===== config.mk =====
export PLATFORM = sky130hd
export DESIGN_NAME = pclk_prescaler
export DESIGN_NICKNAME = d
export VERILOG_FILES = /design/src/rtl/psc_pkg.sv /design/src/rtl/psc_divider.sv /design/src/rtl/psc_channel.sv /design/src/rtl/psc_regs.sv /design/src/rtl/pclk_prescaler.sv
export SDC_FILE = /design/constraint.sdc
export NUM_CORES = 1
export LEC_CHECK = 0
export BUFFER_PORTS_ARGS = -buffer_cell sky130_fd_sc_hd__clkbuf_2
export CAP_MARGIN = 25
export CORE_MARGIN = 2
export CORE_UTILIZATION = 57
export CTS_CLUSTER_DIAMETER = 100
export DETAILED_ROUTE_END_ITERATION = 10
export PLACE_DENSITY = 0.91
export SLEW_MARGIN = 10
export SYNTH_ARGS = -nofsm -noshare
export SYNTH_HDL_FRONTEND = slang
export SYNTH_SLANG_ARGS = --single-unit

===== constraint.sdc =====
create_clock -name clk -period 3.24 [get_ports clk]
set_input_delay 0.324 -clock clk [delete_from_list [all_inputs] [get_ports clk]]
set_output_delay 0.324 -clock clk [all_outputs]
set_load 0.05 [all_outputs]

===== src/rtl/psc_pkg.sv =====
package psc_pkg;

    typedef enum logic {
        CH_STOP = 1'b0,
        CH_RUN  = 1'b1
    } ch_state_e;

    localparam logic [1:0] ADR_TMR = 2'd0;
    localparam logic [1:0] ADR_ADC = 2'd1;
    localparam logic [1:0] ADR_CTL = 2'd2;

    // Counter bit index whose all-ones prefix marks a pulse: index i gives /2^(i+1)
    function automatic logic [3:0] tap_idx(input logic [2:0] code, input logic ext);
        logic [3:0] idx;
        if (ext && code == 3'd6)      idx = 4'd10;
        else if (ext && code == 3'd7) idx = 4'd11;
        else                          idx = {1'b0, code};
        return idx;
    endfunction

endpackage


===== src/rtl/psc_divider.sv =====
module psc_divider #(
    parameter int CNT_W = 12
) (
    input  logic             clk,
    input  logic             rst_n,
    input  logic             run,
    input  logic             src_sel,
    input  logic             hs_tick,
    input  logic             ls_tick,
    output logic [CNT_W-1:0] cnt,
    output logic [CNT_W-1:0] hit
);

    logic adv;

    assign adv = run & (src_sel ? ls_tick : hs_tick);

    always_ff @(posedge clk or negedge rst_n) begin
        if (!rst_n)   cnt <= '0;
        else if (adv) cnt <= cnt + 1'b1;
    end

    for (genvar i = 0; i < CNT_W; i++) begin : g_hit
        assign hit[i] = adv & (&cnt[i:0]);
    end

endmodule


===== src/rtl/psc_channel.sv =====
module psc_channel
    import psc_pkg::*;
#(
    parameter bit EXT   = 1'b0,
    parameter int CNT_W = 12
) (
    input  logic             clk,
    input  logic             rst_n,
    input  logic             en,
    input  logic [2:0]       code,
    input  logic [CNT_W-1:0] hit,
    output logic             tick
);

    ch_state_e  st_q, st_d;
    logic [2:0] act_q, act_d;
    logic [3:0] idx;

    // State register
    always_ff @(posedge clk or negedge rst_n) begin
        if (!rst_n) begin
            st_q  <= CH_STOP;
            act_q <= '0;
        end else begin
            st_q  <= st_d;
            act_q <= act_d;
        end
    end

    // Outputs
    always_comb begin
        idx  = tap_idx(act_q, EXT);
        tick = (st_q == CH_RUN) && en && hit[idx];
    end

    // Next state: START, HALT, RELOAD
    always_comb begin
        st_d  = st_q;
        act_d = act_q;
        unique case (st_q)
            CH_STOP: begin
                if (en) begin
                    st_d  = CH_RUN;
                    act_d = code;
                end
            end
            CH_RUN: begin
                if (!en)       st_d  = CH_STOP;
                else if (tick) act_d = code;
            end
        endcase
    end

endmodule


===== src/rtl/psc_regs.sv =====
module psc_regs
    import psc_pkg::*;
#(
    parameter int ADDR_W = 2,
    parameter int DATA_W = 8
) (
    input  logic              clk,
    input  logic              rst_n,
    input  logic              wr_en,
    input  logic [ADDR_W-1:0] wr_addr,
    input  logic [DATA_W-1:0] wr_data,
    input  logic [ADDR_W-1:0] rd_addr,
    output logic [DATA_W-1:0] rd_data,
    output logic [2:0]        ch_en,
    output logic [2:0][2:0]   ch_code,
    output logic              src_sel,
    output logic              run
);

    logic [7:0] tmr_q;
    logic [3:0] adc_q;

    always_ff @(posedge clk or negedge rst_n) begin
        if (!rst_n) begin
            tmr_q   <= '0;
            adc_q   <= '0;
            src_sel <= 1'b0;
            run     <= 1'b1;
        end else if (wr_en) begin
            if (wr_addr == ADDR_W'(ADR_TMR)) tmr_q <= wr_data[7:0];
            if (wr_addr == ADDR_W'(ADR_ADC)) adc_q <= wr_data[3:0];
            if (wr_addr == ADDR_W'(ADR_CTL)) begin
                src_sel <= wr_data[0];
                run     <= wr_data[1];
            end
        end
    end

    always_comb begin
        rd_data = '0;
        if (rd_addr == ADDR_W'(ADR_TMR)) rd_data[7:0] = tmr_q;
        if (rd_addr == ADDR_W'(ADR_ADC)) rd_data[3:0] = adc_q;
        if (rd_addr == ADDR_W'(ADR_CTL)) rd_data[1:0] = {run, src_sel};
    end

    assign ch_en   = {adc_q[3], tmr_q[7], tmr_q[3]};
    assign ch_code = {adc_q[2:0], tmr_q[6:4], tmr_q[2:0]};

endmodule


===== src/rtl/pclk_prescaler.sv =====
module pclk_prescaler #(
    parameter int ADDR_W = 2,
    parameter int DATA_W = 8,
    parameter int CNT_W  = 12
) (
    input  logic              clk,
    input  logic              rst_n,
    input  logic              hs_tick,
    input  logic              ls_tick,
    input  logic              wr_en,
    input  logic [ADDR_W-1:0] wr_addr,
    input  logic [DATA_W-1:0] wr_data,
    input  logic [ADDR_W-1:0] rd_addr,
    output logic [DATA_W-1:0] rd_data,
    output logic              tmr_lo_tick,
    output logic              tmr_hi_tick,
    output logic              adc_tick
);

    localparam int         NUM_CH   = 3;
    localparam logic [2:0] EXT_MASK = 3'b001;

    logic [NUM_CH-1:0]      ch_en;
    logic [NUM_CH-1:0][2:0] ch_code;
    logic [NUM_CH-1:0]      tick_vec;
    logic                   src_sel;
    logic                   run_q;
    logic [CNT_W-1:0]       div_cnt;
    logic [CNT_W-1:0]       hit;

    psc_regs #(.ADDR_W(ADDR_W), .DATA_W(DATA_W)) u_regs (
        .clk     (clk),
        .rst_n   (rst_n),
        .wr_en   (wr_en),
        .wr_addr (wr_addr),
        .wr_data (wr_data),
        .rd_addr (rd_addr),
        .rd_data (rd_data),
        .ch_en   (ch_en),
        .ch_code (ch_code),
        .src_sel (src_sel),
        .run     (run_q)
    );

    psc_divider #(.CNT_W(CNT_W)) u_div (
        .clk     (clk),
        .rst_n   (rst_n),
        .run     (run_q),
        .src_sel (src_sel),
        .hs_tick (hs_tick),
        .ls_tick (ls_tick),
        .cnt     (div_cnt),
        .hit     (hit)
    );

    for (genvar g = 0; g < NUM_CH; g++) begin : g_ch
        psc_channel #(.EXT(EXT_MASK[g]), .CNT_W(CNT_W)) u_ch (
            .clk   (clk),
            .rst_n (rst_n),
            .en    (ch_en[g]),
            .code  (ch_code[g]),
            .hit   (hit),
            .tick  (tick_vec[g])
        );
    end

    assign tmr_lo_tick = tick_vec[0];
    assign tmr_hi_tick = tick_vec[1];
    assign adc_tick    = tick_vec[2];

endmodule


# Yosys cells after proc, flatten, opt, wreduce, memory -nomap -nowiden
# Index checks and enable logic that the tools add are counted.
dict set report op_classes {
  add_sub_neg 1
  n_mul 0
  div_mod_pow 0
  n_lt_le_gt_ge 3
  eq_ne 15
  shift 0
  mux 27
  bitwise 16
  n_reduce_logical 25
}
# cell n
set ops {}
lappend ops {{3-bit two-way mux} 9}
lappend ops {{2-bit != test (second input constant)} 9}
lappend ops {{3-bit one-hot mux with 2 select lines} 3}
lappend ops {{1-bit bitwise AND} 13}
lappend ops {{12-bit by 1-bit adder with 12-bit output (second input constant)} 1}
lappend ops {{4-bit two-way mux} 3}
lappend ops {{12-bit AND reduction} 1}
lappend ops {{3-bit AND reduction} 4}
lappend ops {{11-bit AND reduction} 1}
lappend ops {{3-bit by 5-bit less-than comparator with 1-bit output (second input constant)} 2}
lappend ops {{10-bit AND reduction} 1}
lappend ops {{9-bit AND reduction} 1}
lappend ops {{8-bit two-way mux} 1}
lappend ops {{2-bit AND reduction} 4}
lappend ops {{8-bit AND reduction} 1}
lappend ops {{1-bit two-way mux} 7}
lappend ops {{7-bit AND reduction} 1}
lappend ops {{1-bit binary-select mux with 3-bit select} 2}
lappend ops {{3-bit equality test (second input constant)} 2}
lappend ops {{1-bit logical AND} 6}
lappend ops {{6-bit AND reduction} 1}
lappend ops {{4-bit by 5-bit less-than comparator with 1-bit output (second input constant)} 1}
lappend ops {{5-bit AND reduction} 1}
lappend ops {{1-bit binary-select mux with 4-bit select} 1}
lappend ops {{other kinds (6)} 11}
dict set report totals {
  reg_bits 38
  latchBits 0
  ram_bits 0
  rom_bits 0
  input_bits 17
  output_inout_bits 11
  word_cells 98
  mem_count 0
}

# Longest topological paths before layout
# Gate-level depths: netlist of the first run.
dict set report depth {
  depth_word 9
  depth_mapped 9
}

# Hierarchy
# Synthesis of the first run repeated with hierarchy kept, for this count alone.
dict set report unflattened {
  hier_cells 154
  hier_area_um2 2044.5
}
# module n_inst cells_each area_each_um2 seq_area_each_um2
set modules_own_cells {}
lappend modules_own_cells {psc_channel 3 13 235.2 100.1}
lappend modules_own_cells {psc_divider 1 68 688.2 300.3}
lappend modules_own_cells {psc_regs 1 47 650.6 351.6}

# Worst setup path after synthesis of the first run
# No wires, ideal clock.
dict set report synth_timing {
  kind {reg-to-output}
  from {register u_div.cnt[0]}
  to {output port adc_tick}
  t_arrival_ps 2653
  required_time_ps 2916
  setup_slack_ps 263
  stages_incl_launch_ff 10
  cell_sequence {dfrtp_1 -> ha_1 -> and3_1 -> buf_6 -> ha_1 -> nor2b_1 -> a41oi_1 -> nor3_1 -> o22ai_1 -> nor3_1}
}
dict set report synth_via {
  elab_chain_len 5
  word_cells_on_any_way 18
  classes_between {2 x mux; 8 x bitwise; 8 x reduce/logical}
}
# item line
set synth_rtl {}
lappend synth_rtl {{start: declaration} psc_divider.sv:10} ;# output logic [CNT_W-1:0] cnt,
lappend synth_rtl {{start signal: assignment} psc_divider.sv:20} ;# else if (adv) cnt <= cnt + 1'b1;
lappend synth_rtl {{8-bit AND reduction, or another cell as far along} psc_divider.sv:24} ;# assign hit[i] = adv & (&cnt[i:0]);
lappend synth_rtl {{1-bit bitwise AND} psc_divider.sv:24}
lappend synth_rtl {{1-bit binary-select mux with 3-bit select (*)} psc_channel.sv:33} ;# tick = (st_q == CH_RUN) && en && hit[idx];
lappend synth_rtl {{1-bit two-way mux (not written as such) (*)} psc_channel.sv:33}
lappend synth_rtl {{1-bit logical AND (*)} psc_channel.sv:33}
lappend synth_rtl {{end: declaration} pclk_prescaler.sv:17} ;# output logic adc_tick
# Mark *: on every way between the ends. The rest lies on a longest branch, timed or not. The select of a mux whose other input is x is not followed.

# Worst setup path after layout of the first run
# Ends and elaborated chain as after synthesis.

==> results of run 1 <==
==> where the power goes <==
part / switching [mW] / internal (mW) / total [mW]
logic: 0.261 / 0.224 / 0.485
registers: 0.168 / 0.601 / 0.769
clock network: 0.160 / 0.0843 / 0.245
==> registers in the layout, summed over array words and instances (netlist names) <==
signal and count:
g_ch.u_ch.act_q 9, g_ch.u_ch.st_q 3, u_regs.src_sel 1, u_regs.tmr_q 8, u_div.cnt 12, u_regs.adc_q 4, u_regs.run 1
==> through the flow <==
step	cell area [µm²]	util [%]	total power, mW	instances	worst slack [ps]
finish	2300	67.8	1.50	267	188
global route	2300	67.8	1.61	267	68.1
CTS	2270	66.9	1.50	265	134
detailed placement	2210	65.1	1.25	257	553
global placement	2210	65.1	1.23	257	644
floorplan	2030	-	1.11	187	263
==> cells by family after synthesis <==
family                   Yosys count  share of synthesized area, %
flip-flops                        38                          46.8
multiplexers                      28                          15.3
XOR/XNOR                           8                          3.45
AO/OA/AOI/OAI                     32                          12.3
buffers and inverters             10                          2.22
AND/OR/NAND/NOR                   67                          17.5
adder cells (fa/ha/maj)            4                          2.46
==> metal layers <==
metal  GRT usage (%)  vias up  wire length [µm]
met5               0        -                 0
met3            6.07        4               216
met2            36.1       55              1910
li1                -      739                 -
met1            28.3      723              1680
met4            4.89        0                23
==> worst paths after layout <==
kind,from,endpoint,cells after the start
min reg2reg,u_regs.tmr_q[7],g_ch[1].u_ch.st_q,0
max,u_div.cnt[0],adc_tick,9
min in group asynchronous,rst_n,u_div.cnt[10],2
max reg2reg,u_div.cnt[0],g_ch[0].u_ch.act_q[0],7
min,wr_data[7],u_regs.tmr_q[7],3
max in group asynchronous,rst_n,u_regs.run,3
==> cell type report <==
class | instances | area [µm²] | share of cell area [%]
clock buffers | 5 | 37.5 | 1.63
clock inverters | 3 | 21.3 | 0.926
inverters | 7 | 26.3 | 1.14
multi-input cells | 139 | 1040 | 45.2
flip-flops and latches | 38 | 952 | 41.4
well taps | 46 | 57.6 | 2.51
repair buffers | 29 | 165 | 7.19
==> cell usage after synthesis, types with 3 or more instances <==
| library cell | count |
|---|---|
| dfrtp_1 | 37 |
| o21ai_0 | 8 |
| a21oi_1 | 3 |
| and2_1 | 4 |
| inv_1 | 7 |
| xor2_1 | 3 |
| mux2_2 | 15 |
| nor2b_1 | 4 |
| mux2i_1 | 7 |
| nor2_1 | 9 |
| ha_1 | 4 |
| and3_1 | 6 |
| mux2_1 | 5 |
| nand3b_1 | 3 |
| nand2_1 | 27 |
| xnor2_1 | 5 |
| nor3_1 | 4 |
==> repair_timing <==
item                                    CTS  global route
endpoints found under the setup margin    0             1
hold buffers                              0             1
endpoints found under the hold margin     0             7
gates resized for setup                   0             1
==> worst max-delay path: cells and delay by family, from the launching register on <==
kind	cells	cell delay [ps]
AO/OA/AOI/OAI	2	170
AND/OR/NAND/NOR	4	970
flip-flops	1	450
adder cells (fa/ha/maj)	2	470
buffers and inverters	1	310
==> out/metrics.yaml, run 1 <==
outcome:
  status: "complete, no violations"
power:
  vdd_drop_max_uv: 353
  p_leak_nw: 1.08
  power_per_cell_area_nw_per_um2: 652
synth:
  ys_ff_latch: 38
  async_flop_share_pct: 100
  synth_cells: 187
  synth.avg_cell_area_um2: 10.9
  synth_area_um2: 2030
  synth_fp_nets: 208
  yosysTopAreaCellShare_pct: 45.5
  synth_edf_count: 0
  synth_seq_area_share_pct: 46.8
  ys_warn_count: 0
  synth_cell_types: 45
  yosys_most_used_dff: "dfrtp_1"
  synth_top_area_cell: "dfrtp_1"
  synthTopCellsByArea: "dfrtp_1 46%, mux2_2 8.3%, nand2_1 5.0%"
clock_tree:
  tritoncts: "built"
  post_cts_buffers: 0
  cts_root_buffer: "clkbuf_4"
  clockBufferDepth: 2
  cts_buffers: 5
  worstSkewPairLatency_ps: 350
  cts-htree-levels: 2
  clk_pin_slew_ps: 110
  cts_sinks: 38
timing:
  clock.fmax_mhz: 328
  finalClockSkew_ps: 13.3
  min_period_ps: 3050
  rsz0062_at_grt: "no"
  finalCritPeriodShare_pct: 94.2
  fin_tns_setup_ps: 0
  setup_violations: 0
  drv_slew: 0
  worst_slew_pin_slew_ps: 641
  slew_headroom_pct: 57.1
  final_hold_viol_count: 0
  timing.hold.ws_ps: 180
floorplanning:
  die_w_um: 63.7
  row_count: 21
  start_util_pct: 60.0
  die-area_um2: 4060
  die_y_um: 63.7
  ios: 28
  core_um2: 3390
setup_path:
  start_kind: "flip-flop"
  crit_type: "flip-flop to output port"
  max_stage_delay_ps: 450
  critPathSlowestCell: "dfrtp_1"
  path_cells: "ha_1 -> and3_2 -> ha_1 -> nor2b_1 -> a41oi_1 -> nor3_1 -> o22ai_1 -> nor3_1 -> clkbuf_2"
  rrSetupSlack_ps: 790
  arrival_ps: 2730
  cp_max_fo: 9
  end_kind: "output port"
  cp.required_ps: 2920
global_route:
  grt_overflow: 0
  grt_pass1_vias: 1468
  grt_pass1_wl_um: 6800
  grt_usage_pct: 21.7
  grt_start_max_net_pins: 39
  antenna_found_initial: 0
worst_hold_path:
  hp-class: "input pin to flip-flop"
detailed_routing:
  via_per_inst: 5.70
  vias: 1521
  routed_wl_um: 3820
  drtPass1Iterations: 4
  postRouteAntennaNets: 0
  wl_per_cell_um: 14.3
  drt_iter0_markers: 49
  route.detailed.drc: 0
placement:
  dp.final_hpwl_um: 2920
  gp_congestion: 0.847
  port_buffers: 27
layout:
  final_nets: 241
  drive_gt1_share_pct: 27.6
  final_common_cell: "dfrtp_1"
  fill_cells: 245
  n_antenna_cell: 0
  syn_to_final_growth_pct: 13.0
  layout_common_cells: "37 x dfrtp_1, 27 x nand2_1, 27 x clkbuf_2, 15 x mux2_2, 9 x nor2_1"
flow_run:
  maxCapViolCount: 0
Note: power is estimated with default switching activity, not from simulation.
==> run 2, diff against run 1 <==
Settings changed: ABC_AREA set to 1, CORE_ASPECT_RATIO set to 1.4.
==> run 2 against run 1 <==
Compared with the run above: the flow now finishes with violations (hold timing); via count grew 19%; sequential share of layout area shrank 1.7 points; critical endpoint unchanged; clock skew shrank 8.8 ps.
==> out/metrics.yaml, run 2 <==
detailed_routing:
  drt_iter0_markers: 55  # +12%
  vias: 1817  # +19%
  routed_wl_um: 4440  # +16%
  route.detailed.drc: 0  # unchanged
  wl_per_cell_um: 13.3  # -7.4%
  drtPass1Iterations: 4  # unchanged
  via_per_inst: 5.42  # -4.8%
  postRouteAntennaNets: 0  # unchanged
clock_tree:
  cts-htree-levels: 2  # unchanged
  worstSkewPairLatency_ps: 290  # -60 ps
  cts_resized: 0  # unchanged
  clk_pin_slew_ps: 80  # -30 ps
  tritoncts: "built"
  cts_sinks: 38  # unchanged
  ctsHoldBuffers: 0  # unchanged
  cts_root_buffer: "clkbuf_8"
  clockBufferDepth: 2  # unchanged
  cts_buffers: 5  # unchanged
  post_cts_buffers: 0  # unchanged
floorplanning:
  ios: 28  # unchanged
  core_um2: 3410  # +0.59%
  row_count: 25  # +19%
  die-area_um2: 4130  # +1.7%
  die_y_um: 75.2  # +18%
  die_w_um: 54.9  # -14%
  start_util_pct: 60.6  # +0.60 points
timing:
  finalCritPeriodShare_pct: 83.7  # -11 points
  worst_slack_ps: 529  # +341 ps
  worst_slew_pin_slew_ps: 540  # -101 ps
  slew_headroom_pct: 64.0  # +6.9 points
  final_hold_viol_count: 3  # +3
  clock.fmax_mhz: 369  # +13%
  fin_tns_setup_ps: 0  # unchanged
  drv_slew: 0  # unchanged
  timing.hold.ws_ps: -1.36  # -182 ps
  min_period_ps: 2710  # -341 ps
  rsz0062_at_grt: "no"
  finalClockSkew_ps: 4.59  # -8.76 ps
  setup_violations: 0  # unchanged
synth:
  ys_warn_count: 0  # unchanged
  async_flop_share_pct: 100  # unchanged
  synth_cell_types: 23  # -49%
  synthTopCellsByArea: "dfrtp_1 45%, nand2_1 12%, nand3_1 11%"
  yosysTopAreaCellShare_pct: 44.8  # -0.72 points
  synth.avg_cell_area_um2: 7.88  # -27%
  synth_top_area_cell: "dfrtp_1"
  synth_area_um2: 2070  # +1.6%
  ys_ff_latch: 38  # unchanged
  synthTopCellsByCount: "64 x nand2_1, 44 x nand3_1, 37 x dfrtp_1"
  synthMostInstantiatedCell: "nand2_1"
  synth_fp_nets: 283  # +36%
  synth_edf_count: 0  # unchanged
  synth_seq_area_share_pct: 46.1  # -0.74 points
  yosys_most_used_dff: "dfrtp_1"
  synth_cells: 262  # +40%
power:
  p_comb_share_pct: 29.7  # -2.7 points
  power_per_cell_area_nw_per_um2: 731  # +12%
  switching_share_pct: 37.0  # -2.3 points
  p_sw_mw: 0.649  # +10%
  pwr-share-clk_pct: 28.7  # +12 points
  p_leak_nw: 1.26  # +17%
  p_int_mw: 1.10  # +21%
  vdd_drop_max_uv: 484  # +37%
  p_seq_share_pct: 41.5  # -9.8 points
global_route:
  grt_overflow: 0  # unchanged
  grt_start_max_net_pins: 39  # unchanged
  antenna_found_initial: 0  # unchanged
  grt_pass1_wl_um: 7500  # +10%
  grt_usage_pct: 25.5  # +3.7 points
  grt_pass1_vias: 1726  # +18%
setup_path:
  rrSetupSlack_ps: 1210  # +420 ps
  max_stage_delay_ps: 390  # -60 ps
  critical_path_buf_inv_count: 2  # +1
  r2r_start: "u_div.cnt[0]"
  start_kind: "flip-flop"
  crit_type: "flip-flop to output port"
  ff2ff_path_depth: 11  # +4
  path_cells: "ha_1 -> nand3_2 -> inv_1 -> ha_1 -> nand3_1 -> nand3_1 -> nand3_2 -> nand2_2 -> nand2_4 -> nor2_1 -> clkbuf_2"
  cp.required_ps: 2920  # about the same
  end_kind: "output port"
  cp_max_fo: 5  # -4
  r2r_end: "g_ch[0].u_ch.act_q[1]"
  cp_top_family: "simple AND/OR/NAND/NOR gates"
  arrival_ps: 2390  # -340 ps
  critPathSlowestCell: "dfrtp_1"
layout:
  layout_common_cells: "64 x nand2_1, 44 x nand3_1, 37 x dfrtp_1, 32 x inv_1, 27 x clkbuf_2"
  final_common_cell: "nand2_1"
  largest_reg_flops: 12  # unchanged
  regMostFlops: "u_div.cnt"
  drive_gt1_share_pct: 19.7  # -7.9 points
  n_antenna_cell: 0  # unchanged
  syn_to_final_growth_pct: 15.9
  final_nets: 315  # +31%
  top_regs: "u_div.cnt (12), g_ch.u_ch.act_q (9), u_regs.tmr_q (8)"
placement:
  port_buffers: 27  # unchanged
  dp.final_hpwl_um: 3270  # +12%
  dpl_worst_slack_ps: 878  # +325 ps
  gp_congestion: 0.948  # +12%
flow_run:
  maxCapViolCount: 0  # unchanged
outcome:
  status: "finished, violations left"
  violations: "hold timing"
worst_hold_path:
  hp-class: "input pin to asynchronous set/reset pin"
## run 2: changes by cell type after synthesis, sizes merged, moves of 4 or more
cell,previous run,this run
mux2,21,0
o21ai,8,13
nor2b,4,0
a21oi,3,9
nand2,28,73
inv,7,32
nor2,9,29
mux2i,7,0
nand3,1,49
and3,6,0
## run 2: cell type report
cell class                 instances  area (µm²)
clock buffer                       6        82.6
clock inverter                     2        60.1
fill                             258        1010
inverter                          32         120
multi-input combinational        189         967
sequential                        38         952
tap                               40        50.0
timing repair buffer              28         163
## run 2: cell families after synthesis
| logic type | count (synthesis) | synth area share [%] |
|---|---|---|
| AO/OA/AOI/OAI | 23 | 5.63 |
| buffers and inverters | 35 | 7.09 |
| adder cells (fa/ha/maj) | 4 | 2.42 |
| AND/OR/NAND/NOR | 158 | 37.1 |
| flip-flops | 38 | 46.1 |
| XOR/XNOR | 4 | 1.70 |
## run 2: worst max path at each step
stage	start	cells after the start	endpoint
finish	u_div.cnt[0]	11	adc_tick
global route	u_div.cnt[0]	11	tmr_hi_tick
CTS	u_div.cnt[0]	11	adc_tick
detailed placement	u_div.cnt[0]	11	adc_tick
global placement	u_div.cnt[0]	11	adc_tick
floorplan	u_div.cnt[0]	8	tmr_lo_tick
## run 2: through the flow
| step | utilization (%) | area (µm²) | power [mW] | instances |
|---|---|---|---|---|
| finish | 70.2 | 2390 | 1.75 | 335 |
| global route | 70.2 | 2390 | 1.86 | 335 |
| CTS | 69.4 | 2370 | 1.75 | 334 |
| detailed placement | 65.2 | 2220 | 1.24 | 326 |
| global placement | 65.2 | 2220 | 1.23 | 326 |
| floorplan | - | 2070 | 1.12 | 262 |
## run 2: power by group through the flow
| stage | sequential (mW) | combinational [mW] | clock [mW] |
|---|---|---|---|
| after global placement | 0.730 | 0.496 | 0 |
| after CTS | 0.724 | 0.519 | 0.502 |
| after global routing | 0.747 | 0.592 | 0.522 |
| final | 0.727 | 0.521 | 0.503 |
| after detailed placement | 0.732 | 0.513 | 0 |
| after floorplan | 0.697 | 0.422 | 0 |
## run 2: metal layers
layer / track usage [%] / vias to the layer above / wire, µm
li1: - / 911 / -
met1: 29.5 / 838 / 1790
met2: 43.8 / 58 / 2380
met3: 5.56 / 10 / 177
met4: 11.4 / 0 / 93
met5: 0 / - / 0
==> run 3, diff against run 2 <==
Clock period 3.24 ns to 2.6 ns, I/O delays scaled along.
==> run 3 against run 2 <==
Compared with the run above: the flow now finishes without violations; clock skew is essentially flat; non-clock buffer count rose by 1; critical path depth shrank 2; worst setup slack worse by 400 ps; total power rose by 27%; via count grew 3.7%; critical path type unchanged.
==> out/metrics.yaml, run 3 (synthesis gave the netlist of run 2 again) <==
timing:
  slew_headroom_pct: 66.4  # +2.4 points
  min_period_ps: 2480
  fin_tns_setup_ps: 0  # unchanged
  worst_slack_ps: 124  # -404 ps
  final_hold_viol_count: 0  # -3
  finalClockSkew_ps: 4.15  # -0.440 ps
  drv_slew: 0  # unchanged
  finalCritPeriodShare_pct: 95.2
  worst_slew_pin_slew_ps: 503  # -37.2 ps
  rsz0062_at_grt: "no"
  clock.fmax_mhz: 404
  setup_violations: 0  # unchanged
clock_tree:
  post_cts_buffers: 0  # unchanged
  cts_sinks: 38  # unchanged
  clk_pin_slew_ps: 80  # about the same
  cts-htree-levels: 2  # unchanged
  tritoncts: "built"
  worstSkewPairLatency_ps: 300  # about the same
  cts_buffers: 5  # unchanged
  clockBufferDepth: 2  # unchanged
  cts_root_buffer: "clkbuf_8"
layout:
  final_nets: 317  # +0.63%
  layout_common_cells: "64 x nand2_1, 44 x nand3_1, 36 x dfrtp_1, 31 x inv_1, 24 x clkbuf_2"
  n_antenna_cell: 0  # unchanged
  final_util_pct: 71.1  # +0.88 points
  multiInputGateArea_um2: 988  # +2.2%
  largest_reg_flops: 12  # unchanged
  drive_gt1_share_pct: 21.2  # +1.6 points
  final_common_cell: "nand2_1"
  top_regs: "u_div.cnt (12), g_ch.u_ch.act_q (9), u_regs.tmr_q (8)"
  regMostFlops: "u_div.cnt"
  syn_to_final_growth_pct: 17.4
  seq_area_um2: 953  # +0.13%
  fill_cells: 241  # -6.6%
floorplanning:
  die_w_um: 54.9  # unchanged
  ios: 28  # unchanged
  core_um2: 3410  # unchanged
  row_count: 25  # unchanged
  start_util_pct: 60.6  # unchanged
  die-area_um2: 4130  # unchanged
  die_y_um: 75.2  # unchanged
placement:
  dp.final_hpwl_um: 3260  # -0.15%
  dpl_worst_slack_ps: 288  # -590 ps
  port_buffers: 27  # unchanged
  gp_congestion: 0.946  # -0.21%
global_route:
  antenna_found_initial: 0  # unchanged
  grt_usage_pct: 26.2  # +0.73 points
  grt_pass1_vias: 1752  # +1.5%
  grt_start_max_net_pins: 39  # unchanged
  grt_overflow: 0  # unchanged
  grt_pass1_wl_um: 7650  # +2.0%
power:
  power_per_cell_area_nw_per_um2: 916  # +25%
  vdd_drop_max_uv: 698  # +44%
  switching_share_pct: 37.3  # +0.26 points
  pwr-share-clk_pct: 28.4  # -0.3 points
  p_leak_nw: 1.26  # about the same
  p_comb_share_pct: 30.4  # +0.7 points
  p_sw_mw: 0.828  # +28%
  p_int_mw: 1.39  # +26%
  p_seq_share_pct: 41.2  # -0.3 points
worst_hold_path:
  hp-class: "input pin to flip-flop"
  hold_depth: 3
setup_path:
  rrSetupSlack_ps: 720  # -490 ps
  start_kind: "flip-flop"
  cp.required_ps: 2340  # -580 ps
  end_kind: "output port"
  arrival_ps: 2220  # -170 ps
  cp_max_fo: 12  # +7
  crit_type: "flip-flop to output port"
  ff2ff_path_depth: 9  # -2
detailed_routing:
  via_per_inst: 5.59  # +3.1%
  postRouteAntennaNets: 0  # unchanged
  drt_iter0_markers: 81  # +47%
  vias: 1885  # +3.7%
  drtPass1Iterations: 4  # unchanged
  routed_wl_um: 4550  # +2.4%
  wl_per_cell_um: 13.5  # +1.8%
  route.detailed.drc: 0  # unchanged
flow_run:
  maxCapViolCount: 0  # unchanged
outcome:
  status: "complete, no violations"
-- run 3: cell count changes in the layout (fill, tap and decap cells not counted), sizes merged --
cell and change:
buf +1, dlygate4sd3 +1, nor2 +1, clkbuf -1
-- run 3: power groups by stage --
stage          clock, mW  sequential, mW  combinational, mW
3_3_place_gp           0           0.910              0.618
3_5_place_dp           0           0.911              0.643
2_1_floorplan          0           0.869              0.526
6_report           0.631           0.914              0.676
5_1_grt            0.657           0.937              0.770
4_1_cts            0.628           0.902              0.652
-- run 3: path summary, 6_finish.rpt --
| check | to | startpoint |
|---|---|---|
| max in group asynchronous | u_regs.run | rst_n |
| worst max register to register | g_ch[0].u_ch.act_q[1] | u_regs.run |
| worst min-delay path | u_regs.tmr_q[5] | wr_data[5] |
| worst max-delay path | adc_tick | u_regs.run |
| worst min register to register | g_ch[1].u_ch.st_q | u_regs.tmr_q[7] |
| min in group asynchronous | u_div.cnt[3] | rst_n |
-- run 3: layer usage --
| metal | global-route usage [%] | vias up | part of all wire, % |
|---|---|---|---|
| li1 | - | 913 | - |
| met1 | 29.8 | 886 | 38 |
| met2 | 45.1 | 72 | 54 |
| met3 | 6.35 | 14 | 4.8 |
| met4 | 11.9 | 0 | 2.7 |
| met5 | 0 | - | 0 |
-- run 3: per-stage QoR --
| step | hold WS [ps] | area [µm²] | cells | power [mW] |
|---|---|---|---|---|
| floorplan | -35.6 | 2070 | 262 | 1.40 |
| global placement | 437 | 2220 | 326 | 1.53 |
| detailed placement | 440 | 2220 | 326 | 1.55 |
| CTS | 129 | 2370 | 334 | 2.18 |
| global route | 202 | 2420 | 337 | 2.36 |
| finish | 200 | 2420 | 337 | 2.22 |
-- run 3: layout make-up --
type	count	area share (%)
well taps	40	2.06
clock buffers	6	3.41
inverters	32	4.95
repair buffers	29	7.02
multi-input cells	190	40.8
flip-flops and latches	38	39.3
clock inverters	2	2.48
-- run 3: what timing repair did --
item                                    4_1_cts  5_1_grt
endpoints found under the setup margin        2        3
resized for setup                             2        6
hold endpoints to repair                      0        7
cloned                                        0        1
hold buffers                                  0        1
pin swaps                                     0        1
-- run 3: worst max-delay path, stage by stage, from the launching register on --
cell      delay, ps
dfstp_2         580
nand2_2         100
nor2_2          430
nand3_1         130
nand3_1         140
nand3_2          70
nand2_2          90
nand2_4          70
nor2_1           90
clkbuf_4        230
